### src/rtl/crc_eng_pkg.sv
package crc_eng_pkg;
  localparam int CRC_W  = 32;
  localparam int BYTE_W = 8;

  // Generators in reversed (LSB-first) bit order
  localparam logic [CRC_W-1:0] POLY_ETH_REV  = 32'hEDB8_8320;
  localparam logic [CRC_W-1:0] POLY_CAST_REV = 32'h82F6_3B78;

  typedef enum logic {
    POLY_ETH  = 1'b0,
    POLY_CAST = 1'b1
  } poly_kind_e;
endpackage

### src/rtl/crc_byte_step.sv
// Unrolled reflected CRC update: absorbs DATA_W bits in one combinational pass.
module crc_byte_step #(
  parameter int CRC_W  = 32,
  parameter int DATA_W = 8
) (
  input  logic [CRC_W-1:0]  state_i,
  input  logic [DATA_W-1:0] data_i,
  input  logic [CRC_W-1:0]  poly_i,
  output logic [CRC_W-1:0]  state_o
);
  localparam int PAD_W = CRC_W - DATA_W;

  logic [CRC_W-1:0] stage [DATA_W+1];

  assign stage[0] = state_i ^ {{PAD_W{1'b0}}, data_i};

  for (genvar b = 0; b < DATA_W; b++) begin : g_bit
    assign stage[b+1] = stage[b][0] ? ((stage[b] >> 1) ^ poly_i)
                                    : (stage[b] >> 1);
  end

  assign state_o = stage[DATA_W];
endmodule

### src/rtl/crc_poly_latch.sv
// Holds the polynomial choice taken at start for the rest of the message.
module crc_poly_latch
  import crc_eng_pkg::*;
#(
  parameter int               CRC_W  = 32,
  parameter logic [CRC_W-1:0] POLY_A = 32'hEDB8_8320,
  parameter logic [CRC_W-1:0] POLY_B = 32'h82F6_3B78
) (
  input  logic             clk,
  input  logic             rst,
  input  logic             start_i,
  input  logic             sel_i,
  output logic [CRC_W-1:0] poly_o
);
  poly_kind_e kind_q;

  always_ff @(posedge clk) begin
    if (rst)          kind_q <= POLY_ETH;
    else if (start_i) kind_q <= poly_kind_e'(sel_i);
  end

  assign poly_o = (kind_q == POLY_CAST) ? POLY_B : POLY_A;


  sel_held_chk: assert property (@(posedge clk) disable iff (rst)
    !start_i |=> $stable(kind_q));
endmodule

### src/rtl/crc_byte_engine.sv
module crc_byte_engine
  import crc_eng_pkg::*;
#(
  parameter int               W_CRC  = CRC_W,
  parameter int               W_DATA = BYTE_W,
  parameter logic [W_CRC-1:0] POLY_0 = POLY_ETH_REV,
  parameter logic [W_CRC-1:0] POLY_1 = POLY_CAST_REV
) (
  input  logic              clk,
  input  logic              rst,
  input  logic              start_i,
  input  logic [W_CRC-1:0]  seed_i,
  input  logic              poly_sel_i,
  input  logic [W_DATA-1:0] data_i,
  input  logic              data_vld_i,
  output logic [W_CRC-1:0]  crc_o,
  output logic              ready_o
);
  logic [W_CRC-1:0] work_q;
  logic [W_CRC-1:0] work_nxt;
  logic [W_CRC-1:0] poly;
  logic             armed_q;
  logic             take_byte;

  crc_poly_latch #(.CRC_W(W_CRC), .POLY_A(POLY_0), .POLY_B(POLY_1)) u_poly (
    .clk    (clk),
    .rst    (rst),
    .start_i(start_i),
    .sel_i  (poly_sel_i),
    .poly_o (poly)
  );

  crc_byte_step #(.CRC_W(W_CRC), .DATA_W(W_DATA)) u_step (
    .state_i(work_q),
    .data_i (data_i),
    .poly_i (poly),
    .state_o(work_nxt)
  );

  // Start has priority; a byte is absorbed only inside an armed message.
  assign take_byte = data_vld_i && armed_q && !start_i;

  always_ff @(posedge clk) begin
    if (rst) begin
      work_q  <= '1;
      armed_q <= 1'b0;
    end else if (start_i) begin
      work_q  <= ~seed_i;
      armed_q <= 1'b1;
    end else if (take_byte) begin
      work_q  <= work_nxt;
    end
  end

  assign crc_o   = ~work_q;
  assign ready_o = armed_q;


  seed_load_chk: assert property (@(posedge clk) disable iff (rst)
    start_i |=> (crc_o == $past(seed_i)) && ready_o);


  idle_hold_chk: assert property (@(posedge clk) disable iff (rst)
    (!start_i && !data_vld_i) |=> $stable(crc_o));


  unarmed_quiet_chk: assert property (@(posedge clk) disable iff (rst)
    (!ready_o && !start_i) |=> !ready_o && $stable(crc_o));


  post_reset_chk: assert property (@(posedge clk)
    $past(rst) |-> (crc_o == '0) && !ready_o);
endmodule

### config.mk
export PLATFORM = sky130hd
export DESIGN_NAME = crc_byte_engine
export DESIGN_NICKNAME = d
export VERILOG_FILES = /design/src/rtl/crc_eng_pkg.sv /design/src/rtl/crc_byte_step.sv /design/src/rtl/crc_poly_latch.sv /design/src/rtl/crc_byte_engine.sv
export SDC_FILE = /design/constraint.sdc
export NUM_CORES = 1
export LEC_CHECK = 0
export ABC_CLOCK_PERIOD_IN_PS = 2500
export BUFFER_PORTS_ARGS = -buffer_cell sky130_fd_sc_hd__buf_4
export CORE_UTILIZATION = 36
export DETAILED_ROUTE_END_ITERATION = 10
export PLACE_DENSITY = 0.59
export SLEW_MARGIN = 20
export SYNTH_ARGS = -nofsm -noshare
export SYNTH_HDL_FRONTEND = slang
export SYNTH_SLANG_ARGS = --single-unit
### constraint.sdc
create_clock -name clk -period 2.5 [get_ports clk]
set_clock_uncertainty 0.1 [all_clocks]
set_input_delay 0.375 -clock clk [delete_from_list [all_inputs] [get_ports clk]]
set_output_delay 0.375 -clock clk [all_outputs]
set_load 0.05 [all_outputs]
# After elaboration in Yosys (flattened, before gate mapping)
# Index checks and enable logic that the tools add are counted.
[op_classes]
muxes = 11
n_bitwise = 11
n_reduce_logical = 4
[op_table]
columns = ["operator", "n"]
rows = [
  ["$mux 32", 10],
  ["$xor 31x32->32", 8],
  ["$not 32->32", 2],
  ["$xor 32x8->32", 1],
  ["$mux 31", 1],
  ["$logic_and 1x1->1", 2],
  ["$reduce_bool 2->1", 1],
  ["$logic_not 1->1", 1],
]
[word_totals]
reg_bits = 34
in_bits = 45
out_inout_bits = 33

# Longest topological paths before layout
[depth]
ltp_word = 19
mapped_depth = 8
depth_no_buf = 7

# Hierarchy
# A second synthesis with hierarchy kept.
[hier_totals]
cells_unflattened = 975
area_unflattened_um2 = 6919.1
[by_module_without_submodules]
columns = ["module", "instances", "cells_per_inst", "area_per_inst_um2", "seq_area_each_um2"]
rows = [
  ["crc_byte_step", 1, 692, 4934.7, 0.0],
  ["crc_byte_engine", 1, 246, 1706.6, 660.6],
  ["crc_poly_latch", 1, 37, 277.8, 20.0],
]

# Worst setup path after synthesis
# OpenSTA, ideal clock, no wires.
[synth_path]
kind = "input to register"
start = "input port data_i[3]"
end = "register work_q[4]"
t_arrival_ps = 2028
slack_ps = 230
cell_stages = 8
cell_sequence = "xnor2_1 > buf_4 > xnor3_4 > xor2_1 > xor2_1 > nand2_1 > xnor2_1 > a21oi_1"
[synth_via]
elab_chain_cells = 18
[synth_lines]
columns = ["element", "line_no", "rtl"]
rows = [
  ["start, declared", "crc_byte_engine.sv:14", "input logic [W_DATA-1:0] data_i,"],
  ["$xor 32x8->32 (*)", "crc_byte_step.sv:15", "assign stage[0] = state_i ^ {{PAD_W{1'b0}}, data_i};"],
  ["$xor 31x32->32", "crc_byte_step.sv:18", "assign stage[b+1] = stage[b][0] ? ((stage[b] >> 1) ^ poly_i)"],
  ["$mux 32 (*)", "crc_byte_step.sv:18", ""],
  ["$xor 31x32->32", "crc_byte_step.sv:18", ""],
  ["$mux 32 (*)", "crc_byte_step.sv:18", ""],
  ["$xor 31x32->32", "crc_byte_step.sv:18", ""],
  ["$mux 32 (*) (2 in series)", "crc_byte_step.sv:18", ""],
  ["$xor 31x32->32", "crc_byte_step.sv:18", ""],
  ["$mux 32 (*)", "crc_byte_step.sv:18", ""],
  ["$xor 31x32->32", "crc_byte_step.sv:18", ""],
  ["$mux 32 (*)", "crc_byte_step.sv:18", ""],
  ["$xor 31x32->32", "crc_byte_step.sv:18", ""],
  ["$mux 32 (*)", "crc_byte_step.sv:18", ""],
  ["$xor 31x32->32", "crc_byte_step.sv:18", ""],
  ["$mux 32 (*)", "crc_byte_step.sv:18", ""],
  ["$mux 32 (*)", "crc_byte_engine.sv:50", "end else if (take_byte) begin"],
  ["$mux 32 (*)", "crc_byte_engine.sv:47", "end else if (start_i) begin"],
  ["end signal, assigned", "crc_byte_engine.sv:48", "work_q <= ~seed_i;"],
  ["end signal, assigned", "crc_byte_engine.sv:51", "work_q <= work_nxt;"],
  ["end, declared", "crc_byte_engine.sv:19", "logic [W_CRC-1:0] work_q;"],
]
# Mark *: on every way between the ends. The rest lies on a longest branch, timed or not. The select of a mux whose other input is x is not followed.
# A chain may end at the register's enable or synchronous reset.

# Worst setup path after layout
[layout_path]
start = "register work_q[3]"
end = "register work_q[19]"
[layout_via]
elab_chain_cells = 18
[layout_lines]
columns = ["element", "line_no"]
rows = [
  ["$xor 32x8->32 (*)", "crc_byte_step.sv:15"],
  ["$xor 31x32->32", "crc_byte_step.sv:18"],
  ["$mux 32 (*)", "crc_byte_step.sv:18"],
  ["$xor 31x32->32", "crc_byte_step.sv:18"],
  ["$mux 32 (*)", "crc_byte_step.sv:18"],
  ["$xor 31x32->32", "crc_byte_step.sv:18"],
  ["$mux 32 (*) (2 in series)", "crc_byte_step.sv:18"],
  ["$xor 31x32->32", "crc_byte_step.sv:18"],
  ["$mux 32 (*)", "crc_byte_step.sv:18"],
  ["$xor 31x32->32", "crc_byte_step.sv:18"],
  ["$mux 32 (*)", "crc_byte_step.sv:18"],
  ["$xor 31x32->32", "crc_byte_step.sv:18"],
  ["$mux 32 (*)", "crc_byte_step.sv:18"],
  ["$xor 31x32->32", "crc_byte_step.sv:18"],
  ["$mux 32 (*)", "crc_byte_step.sv:18"],
  ["$mux 32 (*)", "crc_byte_engine.sv:50"],
  ["$mux 32 (*)", "crc_byte_engine.sv:47"],
]
# Marked as above.

==> results_tabular.tex <==
\begin{tabular}{lr}
\hline
Metric & Value \\
\hline
\multicolumn{2}{l}{\textbf{Outcome}} \\
Status & completed \\
\multicolumn{2}{l}{\textbf{Clocking}} \\
CTS sink cnt & 34 \\
CTS tree & done \\
Clk buf depth & 2 \\
Number of setup buffers added after CTS & 0 \\
Quantity of hold-fixing buffers added after cts & 0 \\
Clock latency on the worst-skew pair & 0.30 ns \\
Number of buffers created by CTS & 5 \\
H-tree levels & 2 \\
Clk Tree Root Cell & sky130\_fd\_sc\_hd\_\_clkbuf\_8 \\
Post-CTS sizing & 0 \\
Clock slew at the register clock pins of the worst setup and hold paths & 0.08 ns \\
\multicolumn{2}{l}{\textbf{Critical path}} \\
Data required time at the worst endpoint & 2.55 ns \\
Arrival time reported for the critical path endpoint & 2.34 ns \\
Biggest fanout along the worst timing path & 10 \\
Critical Path End Type & flop \\
Startpoint Class & flop \\
Critical path class & reg -> reg \\
\multicolumn{2}{l}{\textbf{Hold path}} \\
Worst hold path type & in -> reg \\
\multicolumn{2}{l}{\textbf{Route}} \\
Antenna Violating Nets Remaining & 0 \\
Wirelength per Cell & 15.89 µm \\
Per-cell via count in the routed design & 4.892 \\
Total number of vias & 2842 \\
Drt first pass iters & 4 \\
Count of routing violations after the opening detailed-route iteration & 129 \\
Total length of routed wires & 9.231 mm \\
Count of unresolved DRC violations after routing & 0 \\
\multicolumn{2}{l}{\textbf{Die}} \\
Core Box Area & 8721 µm² \\
Number of cell rows & 34 \\
Die Outline Area & 9385 µm² \\
Ports placed on the boundary & 78 \\
Vertical die dimension & 96.88 µm \\
Initial core utilization & 37.16\% \\
Die boundary width & 96.88 µm \\
\multicolumn{2}{l}{\textbf{Logic synthesis}} \\
Async set or reset register ratio after synthesis & 0\% \\
Mean area per synthesized cell & 8.352 µm² \\
Seq cells post-synth & 34 \\
Number of flops mapped to enable cells by yosys & 0 \\
Nets in the synthesized netlist & 433 \\
Share of Yosys cell area claimed by the top area cell type & 22.70\% \\
Dominant combinational cell family by area after synthesis & XOR/XNOR gates \\
Post-Syn Area & 3241 µm² \\
Fraction of the mapped netlist area in simple logic gates & 9.459\% \\
Post-synthesis share of cell area spent on full adders, half adders and majority gates & 0\% \\
Most frequently used flop master after synthesis & sky130\_fd\_sc\_hd\_\_dfxtp\_1 \\
Synth Area in Compound Gates & 16.56\% \\
Synth area leaders & sky130\_fd\_sc\_hd\_\_xnor2\_1 (23\%), sky130\_fd\_sc\_hd\_\_dfxtp\_1 (21\%), sky130\_fd\_sc\_hd\_\_xor2\_1 (6.2\%) \\
Mux cell area share after synthesis & 2.780\% \\
Biggest area consumer among synthesized cells & sky130\_fd\_sc\_hd\_\_xnor2\_1 \\
Post-synthesis cell type count & 42 \\
Warnings from Yosys & 0 \\
Area share of xor/xnor cells in the synthesized design & 39.73\% \\
Share of synthesized area occupied by flip-flops and latches & 21.00\% \\
Gate Count Post-Synth & 388 \\
\multicolumn{2}{l}{\textbf{Placement}} \\
Pre-CTS worst setup slack & 0.1277 ns \\
I/O Buffers & 77 \\
Routability-driven placement congestion ratio & 0.9116 \\
Half-perimeter wire length of the detailed placement result & 6.953 mm \\
\multicolumn{2}{l}{\textbf{Power and ir drop}} \\
Total power density per cell area & 763.0 nW/µm² \\
Worst IR Drop VDD & 0.2793 mV \\
Total power after layout & 3.114 mW \\
Leakage dissipation & 1.906 nW \\
\multicolumn{2}{l}{\textbf{STA}} \\
Number of failing setup endpoints in the final timing report & 0 \\
Final worst slack & 0.2153 ns \\
Minimum clock period after layout & 2.285 ns \\
Final worst path period share & 91.39\% \\
Worst slew margin & 52.58\% \\
Hold WS & 0.1475 ns \\
Transition time of the tightest slew-check pin & 0.7059 ns \\
Max-slew violation total from the final report & 0 \\
Final Hold Violating Endpoints & 0 \\
Setup repair after global routing missed its margin & no \\
Max Freq & 437.7 MHz \\
Setup total negative slack & 0 ns \\
\multicolumn{2}{l}{\textbf{GRT}} \\
Global-route wire length before repair & 15.39 mm \\
Met3 usage in global routing & 4.046\% \\
Met2 Usage GRT & 34.83\% \\
Antenna violations before repair & 0 \\
Pin count of the biggest net entering global routing & 36 \\
Global route total overflow & 0 \\
Gr busiest metal & met2 \\
Via count of the first global-routing pass & 2983 \\
Global-route usage over all layers & 20.51\% \\
Global routing usage on met1 & 26.58\% \\
\multicolumn{2}{l}{\textbf{Final layout}} \\
Final layout net count & 517 \\
Highest-count cells in the layout ignoring fill and taps & sky130\_fd\_sc\_hd\_\_buf\_4 (99), sky130\_fd\_sc\_hd\_\_xnor2\_1 (84), sky130\_fd\_sc\_hd\_\_inv\_1 (35) \\
Antenna diode count & 0 \\
Filler cell count & 870 \\
Area Overhead vs Synth & 25.95\% \\
Final core utilization & 46.80\% \\
Most common cell after layout, fill and taps aside & sky130\_fd\_sc\_hd\_\_buf\_4 \\
Layout cell share with drive strength beyond 1 & 26.22\% \\
\multicolumn{2}{l}{\textbf{Job}} \\
Total of max-cap violations & 0 \\
\hline
\end{tabular}
[power breakdown]
group,internal (mW),leakage (nW),switching [mW]
logic,0.916,1.57,1.06
registers,0.590,0.283,0.0365
clock network,0.279,0.0575,0.230
[metal layers]
metal | up-vias | part of all wire [%]
met4 | 0 | 1.4
met1 | 1322 | 47
met3 | 12 | 5.3
met2 | 83 | 47
met5 | - | 0
li1 | 1425 | -
[worst paths after layout]
kind / startpoint / endpoint / slack, ns / depth (start not counted)
setup / recovery: work_q[3]$_SDFFE_PP1P_ / work_q[19]$_SDFFE_PP1P_ / 0.22 / 10
hold / removal: seed_i[22] / work_q[22]$_SDFFE_PP1P_ / 0.15 / 2
setup reg to reg: work_q[3]$_SDFFE_PP1P_ / work_q[19]$_SDFFE_PP1P_ / 0.22 / 10
hold reg to reg: work_q[31]$_SDFFE_PP1P_ / work_q[31]$_SDFFE_PP1P_ / 0.37 / 2
[per-stage QoR]
stage          cell area [µm²]  cells
2_1_floorplan             3241    388
3_3_place_gp              3971    573
4_1_cts                   4081    581
6_report                  4081    581
3_5_place_dp              3971    573
5_1_grt                   4081    581
[registers in the layout, indices dropped and copies added, names as in the netlist]
signal / flops
work_q: 32
ready_o: 1
u_poly.kind_q: 1
[synthesized netlist by cell type, drive strengths merged (2+ instances only)]
cell     n
a211o    5
xnor3    4
and2     4
nor2    24
o31ai    2
buf      7
nand2   34
a21oi   33
a21o     3
xor2    27
clkbuf  17
and3     2
nor3     5
a21boi   4
o21a     4
o211ai  10
dfxtp   34
xnor2   93
o21ai   16
mux2i    9
a31oi    5
inv     35
nand3    4
[cell families after synthesis]
family          Yosys count
buf+inv                  60
xor+xnor                124
flops                    34
simple gates             74
mux                       9
compound gates           87
[layout make-up]
class / count / area [µm²] / share of cell area (%)
clock buffer: 8 / 110.1 / 2.698
inverter: 35 / 131.4 / 3.219
multi-input combinational: 294 / 2221 / 54.41
sequential: 34 / 680.7 / 16.68
tap: 108 / 135.1 / 3.311
timing repair buffer: 102 / 803.3 / 19.68
[worst max-delay path, stage by stage (launching register included)]
cell	delay, ns
sky130_fd_sc_hd__dfxtp_1	0.39
sky130_fd_sc_hd__xnor2_1	0.13
sky130_fd_sc_hd__buf_4	0.16
sky130_fd_sc_hd__buf_4	0.22
sky130_fd_sc_hd__xnor2_1	0.12
sky130_fd_sc_hd__buf_4	0.16
sky130_fd_sc_hd__xnor2_1	0.27
sky130_fd_sc_hd__xnor2_1	0.18
sky130_fd_sc_hd__xnor2_1	0.10
sky130_fd_sc_hd__o211ai_1	0.19
sky130_fd_sc_hd__o211ai_1	0.10
No activity file was read; power rests on OpenSTA's default activity.
